$ cat src/rtl/snoop_crypt.sv
module snoop_crypt #(
  parameter int DW = 32,
  parameter int IDW = 4,
  parameter int CW = 8,
  parameter int LAT = 4,
  parameter logic [DW-1:0] PAD_INIT = 32'h6A09E667,
  parameter logic [DW-1:0] KEY = 32'hBB67AE85
) (
  input  logic           clk,
  input  logic           rst_n,
  input  logic [IDW-1:0] my_id,
  input  logic [CW-1:0]  period,
  input  logic           tx_valid,
  input  logic [DW-1:0]  tx_data,
  output logic           tx_ready,
  output logic           drv_valid,
  output logic           drv_mac,
  output logic [IDW-1:0] drv_sid,
  output logic [DW-1:0]  drv_data,
  input  logic           bus_valid,
  input  logic           bus_mac,
  input  logic [IDW-1:0] bus_sid,
  input  logic [DW-1:0]  bus_data,
  output logic           hold,
  output logic           rx_valid,
  output logic [IDW-1:0] rx_sid,
  output logic [DW-1:0]  rx_data,
  input  logic           alarm_clr,
  output logic           alarm
);
  localparam int LW = (LAT < 2) ? 1 : $clog2(LAT + 1);

  function automatic logic [DW-1:0] mix(input logic [DW-1:0] x);
    logic [DW-1:0] y;
    y = x ^ KEY;
    return {y[DW-8:0], y[DW-1:DW-7]} ^ (y + KEY);
  endfunction

  logic [DW-1:0] pad, mac;
  logic [LW-1:0] busy;
  logic [CW-1:0] cnt;
  logic          pend, own;

  wire take  = bus_valid && !hold;
  wire dbeat = take && !bus_mac;
  wire mbeat = take && bus_mac;
  wire [DW-1:0] plain = bus_data ^ pad;
  wire [DW-1:0] sidx  = DW'(bus_sid) << (DW - IDW);
  wire last = ((CW+1)'(cnt) + (CW+1)'(1)) >= (CW+1)'(period);

  assign hold      = busy != '0;
  assign tx_ready  = !hold && !pend;
  assign drv_mac   = own && !hold;
  assign drv_valid = drv_mac || (tx_valid && tx_ready);
  assign drv_sid   = my_id;
  assign drv_data  = drv_mac ? mac : (tx_data ^ pad);

  always_ff @(posedge clk) begin
    if (!rst_n) begin
      pad      <= PAD_INIT;
      mac      <= '0;
      busy     <= '0;
      cnt      <= '0;
      pend     <= 1'b0;
      own      <= 1'b0;
      rx_valid <= 1'b0;
      rx_sid   <= '0;
      rx_data  <= '0;
      alarm    <= 1'b0;
    end else begin
      rx_valid <= dbeat && (bus_sid != my_id);
      if (hold) busy <= busy - LW'(1);
      if (dbeat) begin
        rx_data <= plain;
        rx_sid  <= bus_sid;
        pad     <= mix(pad);
        mac     <= mix(mac ^ plain ^ sidx);
        busy    <= LW'(LAT);
        if (last) begin
          cnt  <= '0;
          pend <= 1'b1;
          own  <= bus_sid == my_id;
        end else begin
          cnt <= cnt + CW'(1);
        end
      end
      if (mbeat) begin
        pend <= 1'b0;
        own  <= 1'b0;
      end
      if (mbeat && (bus_data != mac)) alarm <= 1'b1;
      else if (alarm_clr)             alarm <= 1'b0;
    end
  end
endmodule

$ cat config.mk
export PLATFORM = sky130hd
export DESIGN_NAME = snoop_crypt
export DESIGN_NICKNAME = d
export VERILOG_FILES = /design/src/rtl/snoop_crypt.sv
export SDC_FILE = /design/constraint.sdc
export NUM_CORES = 1
export LEC_CHECK = 0
export ABC_AREA = 0
export BUFFER_PORTS_ARGS = -buffer_cell sky130_fd_sc_hd__buf_2
export CAP_MARGIN = 25
export CORE_MARGIN = 2
export CORE_UTILIZATION = 49
export CTS_CLUSTER_DIAMETER = 60
export DETAILED_ROUTE_END_ITERATION = 8
export PLACE_DENSITY = 0.81
export SYNTH_ARGS = -nofsm -noshare
export SYNTH_HDL_FRONTEND = slang
export SYNTH_SLANG_ARGS = --single-unit
export TNS_END_PERCENT = 50
$ cat constraint.sdc
create_clock -name clk -period 4.8 [get_ports clk]
set_input_delay 0.24 -clock clk [delete_from_list [all_inputs] [get_ports clk]]
set_output_delay 0.24 -clock clk [all_outputs]
set_load 0.05 [all_outputs]
==> results of run 1 <==
==> flip-flops by register name, indices dropped and copies added, names as in the netlist <==
register,count
rx_sid,4
own,1
busy,3
pad,32
mac,32
rx_data,32
cnt,8
alarm,1
rx_valid,1
pend,1
==> synthesized netlist by cell type (all sizes together), types with 3 or more instances <==
cell type and number:
a21boi 9, a21oi 39, o211ai 6, a211oi 35, or3 33, and2 10, o2111ai 4, xnor3 14
nor4 3, o21ai 96, xnor2 185, inv 24, nand4 15, a22o 7, xor3 8, nand2b 5
o31ai 4, and3 7, dfxtp 115, nand2 96, nand3 30, nor2 81, nor2b 6, ha 14
clkbuf 52, a2111oi 3, a31oi 8, nor3 7, a21o 4, or2 4, xor2 41, buf 24
==> logic make-up after synthesis <==
family / Yosys count / synth area share [%]
mux: 3 / 0.3779
simple gates: 302 / 17.23
fa+ha+maj: 14 / 2.116
xor+xnor: 248 / 30.04
flops: 115 / 27.82
buf+inv: 100 / 4.928
compound gates: 229 / 17.49
==> worst max-delay path, stage by stage, from the launching register on <==
cell     delay, ps
dfxtp_1        310
inv_1           60
ha_1           170
ha_1           360
and2_2         570
buf_4          430
nand2_1        100
o21ai_0        110
buf_2          310
==> cell type report <==
type                    instances  area [um^2]
fillers                      1462         6818
multi-input cells             796         5575
flip-flops and latches        115         2302
repair buffers                169        860.8
clock buffers                  22        474.2
well taps                     220        275.3
clock inverters                 9        128.9
inverters                      24        90.09
==> per-stage QoR <==
stage | total power [W] | utilization (%) | setup WS [ps] | hold slack (ps) | cells
2_1_floorplan | 0.003690 | - | 1934 | 376.0 | 1011
3_3_place_gp | 0.004344 | 55.05 | 1866 | 441.5 | 1323
3_5_place_dp | 0.004377 | 55.05 | 1771 | 445.5 | 1323
4_1_cts | 0.005695 | 58.70 | 1642 | 89.27 | 1354
5_1_grt | 0.005986 | 58.74 | 1476 | 98.57 | 1355
6_report | 0.005718 | 58.74 | 1670 | 96.63 | 1355
==> how the worst max path moves through the flow <==
stage,depth (start not counted),slack (ps),to
2_1_floorplan,9,1930,drv_data[24]
3_3_place_gp,9,1870,mac[26]
3_5_place_dp,9,1770,mac[26]
6_report,8,1670,drv_data[13]
4_1_cts,8,1640,drv_data[12]
5_1_grt,8,1480,drv_data[12]
==> report_power, final <==
group | internal (W) | switching [W] | leakage (nW)
clock network | 0.000851 | 0.000455 | 0.292
registers | 0.00116 | 0.000313 | 0.939
logic | 0.00114 | 0.00180 | 2.65
==> per-layer routing <==
layer  global-route usage [%]  wire length, um  vias to the layer above
li1                         -                -                     3682
met1                    35.99            10440                     3578
met2                    44.27            11350                      350
met3                    5.858             2112                       62
met4                    12.06              871                        0
met5                        0                0                        -
==> placed cells by master (no fill, tap or decap), types with 7 or more instances in the layout <==
master | Yosys | layout
xnor2_1 | 185 | 185
buf_2 | 14 | 163
dfxtp_1 | 115 | 115
nand2_1 | 95 | 95
o21ai_0 | 95 | 95
nor2_1 | 81 | 80
xor2_1 | 41 | 41
a21oi_1 | 39 | 39
a211oi_1 | 35 | 35
or3_1 | 31 | 31
nand3_1 | 30 | 30
inv_1 | 23 | 23
clkbuf_16 | 0 | 17
nand4_1 | 15 | 15
ha_1 | 14 | 14
xnor3_1 | 13 | 13
a21boi_0 | 9 | 9
xor3_1 | 8 | 8
and2_1 | 9 | 8
a31oi_1 | 8 | 8
and3_1 | 7 | 7
a22o_1 | 7 | 7
==> reports/qor.txt, run 1 <==
CTS Root Cell - clkbuf_16
Status - complete, no violations
Seq/Total Area, Yosys - 27.82%
Initial antenna violation count - 0
Routed len/inst - 18.28 um
Hold Path Stages - 3
All-layer global routing usage - 27.63%
Final HPWL DP - 18510 um
I/O Pins - 164
CTS tree - done
Routed vias/inst - 5.662
Maximum vdd drop - 0.2988 mV
Die H - 134.0 um
Worst Hold Launch - bus_sid[3]
Die ar. - 17950 um^2
Max Cap Violations - 0
CP Capture Type - output port
Total number of vias - 7672
Setup TNS - 0 ps
TritonCTS Buffers - 17
Final setup vio count - 0
Post-CTS sizing - 0
# diodes - 0
Area after DPL - 9096 um^2
EDFF count, synth - 0
Layout Skew - 10.84 ps
Synthesized area - 8277 um^2
Fraction of registers with async set/reset - 0%
CTS clk-pin slew, worst paths - 60 ps
Top cell type's share of synthesized area - 27.82%
Tcrit/Tclk final - 65.21%
Total Wirelength - 24770 um
Die X-Extent - 134.0 um
Clock Path Buffers - 2
DR iter-0 viols - 605
Drt pass-1 iters - 5
Final hold vios - 0
Largest fanout on the critical path - 36
Clk_lat worst skew - 430 ps
Startpoint Class - flip-flop
Synth-to-Final Area Change - 17.28%
Worst EP required - 4560 ps
Final RePlAce weighted congestion - 0.9782
Tmin final - 3130 ps
Vias in the first global route - 7028
CP startpoint - busy[0]
DRC - 0
Largest net degree at the start of global routing - 97
# port buffers - 163
Worst setup path class - flip-flop to output port
Largest cells by area after synthesis - dfxtp_1, xnor2_1, o21ai_0, xor2_1, nand2_1
Cts hold-fix bufs - 0
Post-CTS setup buffers - 0
RR Endpoint - mac[26]
#FFs+latches synth - 115
Core box area - 16520 um^2
Synth Flop Type - dfxtp_1
Grt total ovfl - 0
Initial cell density of the core - 50.09%
Worst Tran Pin Value - 996.7 ps
Mapped Nets - 1111
Final ANT Viol Nets - 0
Nets - 1223
Power Density - 589.0 nW/um^2
Reg2reg start - pad[1]
Post-synth cell types - 66
Worst r2r path cells - 9
Synth area leader - dfxtp_1
Mapped Cells - 1011
WHS Endpoint - rx_sid[3]
Fraction of layout cells with a size suffix above 1 - 19.30%
Finished Cell Area - 9707 um^2
FF-to-FF setup slack - 1690 ps
Clock Sinks - 115
CTS H-tree depth - 4
Slew Limit Fails - 0
Hold Crit Class - primary input to flip-flop
Leak - 3.877 nW
# rows - 47
First-pass GRT wire length - 38520 um
Max Freq - 319.5 MHz
Worst EP arrival - 2890 ps
Syn avg cell area - 8.187 um^2
RSZ-0062 raised after global routing - false
Synth warnings - 0
Rel. slew slack - 33.55%
Power figures use the tool's default switching activity.
==> run 2: changes to the inputs <==
Settings changed: PLACE_DENSITY 0.81 to 0.84.
Clock period 4.8 ns to 2.5 ns, I/O delays scaled along.
==> run 2 against run 1 <==
Effect of this change: power rose by 110%; clock skew is 5.0 ps lower; core utilization up 7.8 points; critical path depth is the same; largest power group unchanged; critical endpoint is now drv_data[17]; clock power grew 110%.
==> reports/qor.txt, run 2 (synthesized netlist as in run 1, its figures left out) <==
Final HPWL DP - 20470 um (+11%)
Die ar. - 17950 um^2 (unchanged)
DRC - 0 (unchanged)
TritonCTS Buffers - 17 (unchanged)
Final ANT Viol Nets - 0 (unchanged)
Routed vias/inst - 5.615 (-0.83%)
Die X-Extent - 134.0 um (unchanged)
# rows - 47 (unchanged)
Worst setup path class - flip-flop to output port
Die H - 134.0 um (unchanged)
Vias in the first global route - 7982 (+14%)
Clock Sinks - 115 (unchanged)
CTS H-tree depth - 4 (unchanged)
Final setup vio count - 0 (unchanged)
Final cell count without fillers - 1489 (+9.9%)
Total Wirelength - 26940 um (+8.7%)
DP Cell Count - 1447 (+9.4%)
Initial antenna violation count - 1 (+1)
FILL cells - 1319 (-9.8%)
Hold Crit Class - primary input to flip-flop
DR iter-0 viols - 769 (+27%)
Max Cap Violations - 0 (unchanged)
Rel. slew slack - 61.33% (+28 points)
CTS tree - done
Synth-to-Final Area Change - 32.85%
Largest net degree at the start of global routing - 48 (-51%)
Drt pass-1 iters - 5 (unchanged)
Leading cell type in the layout, fill and taps excluded - xnor2_1
Initial cell density of the core - 50.09% (unchanged)
Startpoint Class - flip-flop
Status - complete, no violations
I/O Pins - 164 (unchanged)
Finished Cell Area - 11000 um^2 (+13%)
# port buffers - 163 (unchanged)
Slew Limit Fails - 0 (unchanged)
Leak - 4.606 nW (+19%)
Clock Path Buffers - 2 (unchanged)
Worst Tran Pin Value - 580.1 ps (-416.6 ps)
Final RePlAce weighted congestion - 0.9761 (-0.21%)
Tcrit/Tclk final - 97.64%
Nets - 1355 (+11%)
Tmin final - 2441 ps
Worst EP arrival - 2320 ps (-570 ps)
First-pass GRT wire length - 42080 um (+9.3%)
Area after DPL - 10060 um^2 (+11%)
Most frequent cells in the layout - xnor2_1, buf_4, buf_2, dfxtp_1, nand2_1
FF-to-FF setup slack - 100 ps (-1590 ps)
Core box area - 16520 um^2 (unchanged)
Worst EP required - 2380 ps (-2180 ps)
CTS Root Cell - clkbuf_16
Maximum vdd drop - 0.6350 mV (+110%)
RSZ-0062 raised after global routing - true
Grt total ovfl - 0 (unchanged)
All-layer global routing usage - 30.07% (+2.4 points)
CTS clk-pin slew, worst paths - 60 ps (about the same)
Regs by FF count - mac x32, pad x32, rx_data x32
Layout Skew - 5.799 ps (-5.043 ps)
Power Density - 1111 nW/um^2 (+89%)
Largest fanout on the critical path - 38 (+5.6%)
Total number of vias - 8361 (+9.0%)
Final hold vios - 0 (unchanged)
Routed len/inst - 18.09 um (-1.0%)
CP Capture Type - output port
Fraction of layout cells with a size suffix above 1 - 30.05% (+11 points)
Clk_lat worst skew - 430 ps (about the same)
Max Freq - 409.7 MHz
==> run 2: cell types whose count changed in the layout (fill, tap and decap cells not counted), sizes merged <==
cell / previous run / this run
buf: 169 / 293
inv: 24 / 25
dlygate4sd3: 0 / 4
clkbuf: 22 / 21
clkinv: 4 / 7
diode: 0 / 1
bufinv: 3 / 5
==> run 2: metal layers <==
metal | vias up | share of wire [%] | GRT usage (%)
met5 | - | 0 | 0
met4 | 0 | 2.6 | 10.05
met3 | 55 | 8.9 | 5.442
met2 | 437 | 47 | 49.66
met1 | 3907 | 41 | 39.78
li1 | 3962 | - | -
==> run 2: worst max-delay path, cell delays in order (launching register included) <==
cell	delay [ps]
dfxtp_1	360
inv_1	60
ha_1	220
ha_1	200
buf_4	170
and2_2	200
buf_6	190
o21ai_0	180
buf_2	280
==> run 2: cell type report <==
class | count | area [um^2] | area share (%)
Inverter | 24 | 90.09 | 0.8193
Sequential cell | 115 | 2313 | 21.04
Tap cell | 220 | 275.3 | 2.503
Clock inverter | 15 | 231.5 | 2.105
Multi-Input combinational cell | 796 | 5704 | 51.88
Antenna cell | 1 | 2.502 | 0.02276
Timing Repair Buffer | 301 | 1953 | 17.76
Clock buffer | 17 | 425.4 | 3.869
==> run 2: through the flow <==
step	power, W	setup TNS (ps)	hold slack (ps)	worst slack [ps]	utilization [%]
global route	0.01281	-307.5	37.95	-75.97	66.53
finish	0.01222	0	15.22	58.90	66.54
CTS	0.01203	0	4.981	0.3619	65.28
floorplan	0.007103	-1819	261.0	-218.1	-
detailed placement	0.009201	-108.0	422.4	-108.0	60.85
global placement	0.009116	0	413.9	82.28	60.85
==> run 2: timing repair <==
item | 4_1_cts | 5_1_grt
pin swaps | 0 | 12
hold buffers | 4 | 0
setup buffers | 0 | 5
gates cloned | 0 | 0
endpoints found under the hold margin | 4 | 0
setup endpoints to repair | 12 | 56
gates resized for setup | 13 | 80
==> run 2: worst paths after layout <==
kind / from / to / cells past startpoint
setup / recovery: busy[0] / drv_data[17] / 8
hold / removal: alarm_clr / alarm / 4
setup reg to reg: pad[4] / pad[23] / 9
hold reg to reg: rx_sid[3] / rx_sid[3] / 2
==> run 2: report_power, final <==
part	total (W)	leakage [nW]	internal [W]	switching, W
combinational	0.00692	3.35	0.00296	0.00396
sequential	0.00256	0.941	0.00223	0.000331
clock	0.00274	0.314	0.00178	0.000963
total	0.0122	4.61	0.00697	0.00525
==> run 3: changes to the inputs <==
Settings changed: GPL_TIMING_DRIVEN from default to 0.
==> run 3 against run 2 <==
Effect of this change: flip-flop and latch count unchanged; wire length up 9.2%; critical path depth up 1; non-clock buffer count down 20; sequential share of layout area up 0.34 points; clock power down 2%; worst setup slack worse by 170 ps; register-to-register slack worse by 220 ps; combinational power down 1%; the flow now finishes with violations (setup timing); sequential power up 4%; global-route usage up 1.4 points.
==> reports/qor.txt, run 3 (synthesized netlist as in run 1, its figures left out) <==
Die ar. - 17950 um^2 (unchanged)
Drt pass-1 iters - 6 (+1)
Die X-Extent - 134.0 um (unchanged)
Tmin final - 2615 ps (+174.4 ps)
Startpoint Class - flip-flop
Layout Skew - 11.37 ps (+5.574 ps)
TritonCTS Buffers - 17 (unchanged)
Fraction of layout cells with a size suffix above 1 - 30.37% (+0.32 points)
Total Wirelength - 29430 um (+9.2%)
Violated checks - setup timing
Clock Sinks - 115 (unchanged)
Hold Path Stages - 4 (unchanged)
Largest fanout on the critical path - 5 (-87%)
Post-layout util - 65.93% (-0.61 points)
Final cell count without fillers - 1469 (-1.3%)
Final HPWL DP - 20460 um (about the same)
Synth-to-Final Area Change - 31.63%
Maximum vdd drop - 0.5814 mV (-8.4%)
Core box area - 16520 um^2 (unchanged)
FF-to-FF setup slack - -120 ps (-220 ps)
Routed len/inst - 20.03 um (+11%)
Max Freq - 382.3 MHz (-6.7%)
WL met3 - 3030 um (+27%)
Grt total ovfl - 0 (unchanged)
Clock power share - 22.1% (-0.3 points)
Switching component of the power - 0.005444 W (+3.6%)
Vias in the first global route - 8045 (+0.79%)
Die H - 134.0 um (unchanged)
Initial antenna violation count - 0 (-1)
Final ANT Viol Nets - 0 (unchanged)
Slew Limit Fails - 0 (unchanged)
Clock Path Buffers - 2 (unchanged)
First-pass GRT wire length - 43640 um (+3.7%)
# rows - 47 (unchanged)
Total number of vias - 8579 (+2.6%)
Hold Crit Class - primary input to flip-flop
DR iter-0 viols - 961 (+25%)
Rel. slew slack - 48.38% (-13 points)
RR Endpoint - mac[29]
Largest net degree at the start of global routing - 17 (-65%)
Initial cell density of the core - 50.09% (unchanged)
Finished Cell Area - 10890 um^2 (-0.92%)
Sw frac - 44.78% (+1.8 points)
CTS H-tree depth - 4 (unchanged)
CTS clk-pin slew, worst paths - 60 ps (about the same)
Worst setup margin - -115.5 ps (-174.4 ps)
Power Density - 1116 nW/um^2 (+0.42%)
Reg2reg start - pad[19]
Most frequent cells in the layout - xnor2_1, buf_2, dfxtp_1, nand2_1, o21ai_0
Leading cell type in the layout, fill and taps excluded - xnor2_1
I/O Pins - 164 (unchanged)
DP Cell Count - 1394 (-3.7%)
Worst Tran Pin Value - 774.4 ps (+194.3 ps)
Status - finished, violations left
WHS Endpoint - alarm
Final hold vios - 0 (unchanged)
Tcrit/Tclk final - 104.6% (+7.0 points)
# port buffers - 163 (unchanged)
CP Capture Type - flip-flop
RSZ-0062 raised after global routing - true
Worst setup path class - flip-flop to flip-flop
Metal2 WL - 13560 um (+6.7%)
Area after DPL - 9385 um^2 (-6.7%)
Hold slack - 4.110 ps (-11.11 ps)
All-layer global routing usage - 31.49% (+1.4 points)
Leak - 4.433 nW (-3.8%)
Final RePlAce weighted congestion - 1.007 (+3.2%)
CTS tree - done
CTS Root Cell - clkbuf_16
Clk_lat worst skew - 430 ps (about the same)
Max Cap Violations - 0 (unchanged)
Regs by FF count - mac x32, pad x32, rx_data x32
Comb pwr share - 56.2% (-0.4 points)
Worst EP required - 2850 ps (+470 ps)
Worst r2r path cells - 9 (unchanged)
Worst EP arrival - 2970 ps (+650 ps)
Highest routed layer - met4
Final setup vio count - 5 (+5)
Int Power - 0.006714 W (-3.6%)
Routed vias/inst - 5.840 (+4.0%)
Worst Hold Launch - alarm_clr
Metal1 wirelength - 11560 um (+3.7%)
Nets - 1335 (-1.5%)
DRC - 0 (unchanged)
Reg power frac - 21.8% (+0.8 points)
[run 3: cell count changes in the layout (fill, tap and decap cells not counted), moves of 8 or more]
cell / before / now
buf_4: 158 / 59
dfxtp_1: 108 / 97
dfxtp_2: 6 / 16
buf_2: 133 / 161
clkbuf_2: 0 / 15
xnor2_1: 182 / 174
o21ai_1: 17 / 8
xnor2_2: 3 / 11
clkbuf_1: 0 / 27
[run 3: layer usage]
metal / vias up / track usage (%)
li1: 3902 / -
met2: 516 / 50.06
met1: 4048 / 40.71
met5: - / 0
met4: 0 / 15.72
met3: 113 / 6.463
[run 3: power groups by stage]
stage	clock (W)	sequential, W	combinational [W]
after floorplan	0	0.00295	0.00415
after global placement	0	0.00256	0.00583
after CTS	0.00267	0.00259	0.00623
after detailed placement	0	0.00258	0.00591
final	0.00268	0.00265	0.00683
after global routing	0.00277	0.00269	0.00721
[run 3: worst max-delay path by stage]
stage,startpoint,end,slack [ps]
after floorplan,busy[0],drv_data[25],-220
after global placement,pad[8],mac[27],-630
after detailed placement,pad[8],mac[27],-640
after CTS,cnt[0],own,-60
after global routing,pad[6],mac[31],-130
final,pad[19],mac[29],-120
[run 3: metrics by stage]
step	setup TNS [ps]	setup WS, ps	power (W)
floorplan	-1819	-218.1	0.007103
finish	-259.7	-115.5	0.01216
detailed placement	-43920	-636.1	0.008491
global placement	-36210	-625.8	0.008393
CTS	-265.3	-60.76	0.01149
global route	-885.1	-128.8	0.01267
[run 3: worst max-delay path, stage by stage (launching register included)]
cell	delay, ps
dfxtp_1	380
xnor3_2	400
or2_2	370
nor2_2	180
nand4_1	200
buf_4	240
or3_1	410
nor2_1	150
a31oi_1	60
a21oi_1	150
[run 3: layout make-up]
cell class              instances  area (um^2)
inverters                      24        90.09
clock buffers                  24        491.7
plain buffers                  69        374.1
repair buffers                212         1232
clock inverters                 8        147.6
flip-flops and latches        115         2330
fillers                      1319         5630
well taps                     220        275.3
multi-input cells             796         5951
diodes                          1        2.502
[run 3: timing repair]
item                                   CTS  global route
gates resized for setup                 77           103
setup buffers                           15            31
endpoints found under the hold margin    4             0
pin swaps                               19            28
hold buffers                             4             0
setup endpoints to repair              141           118
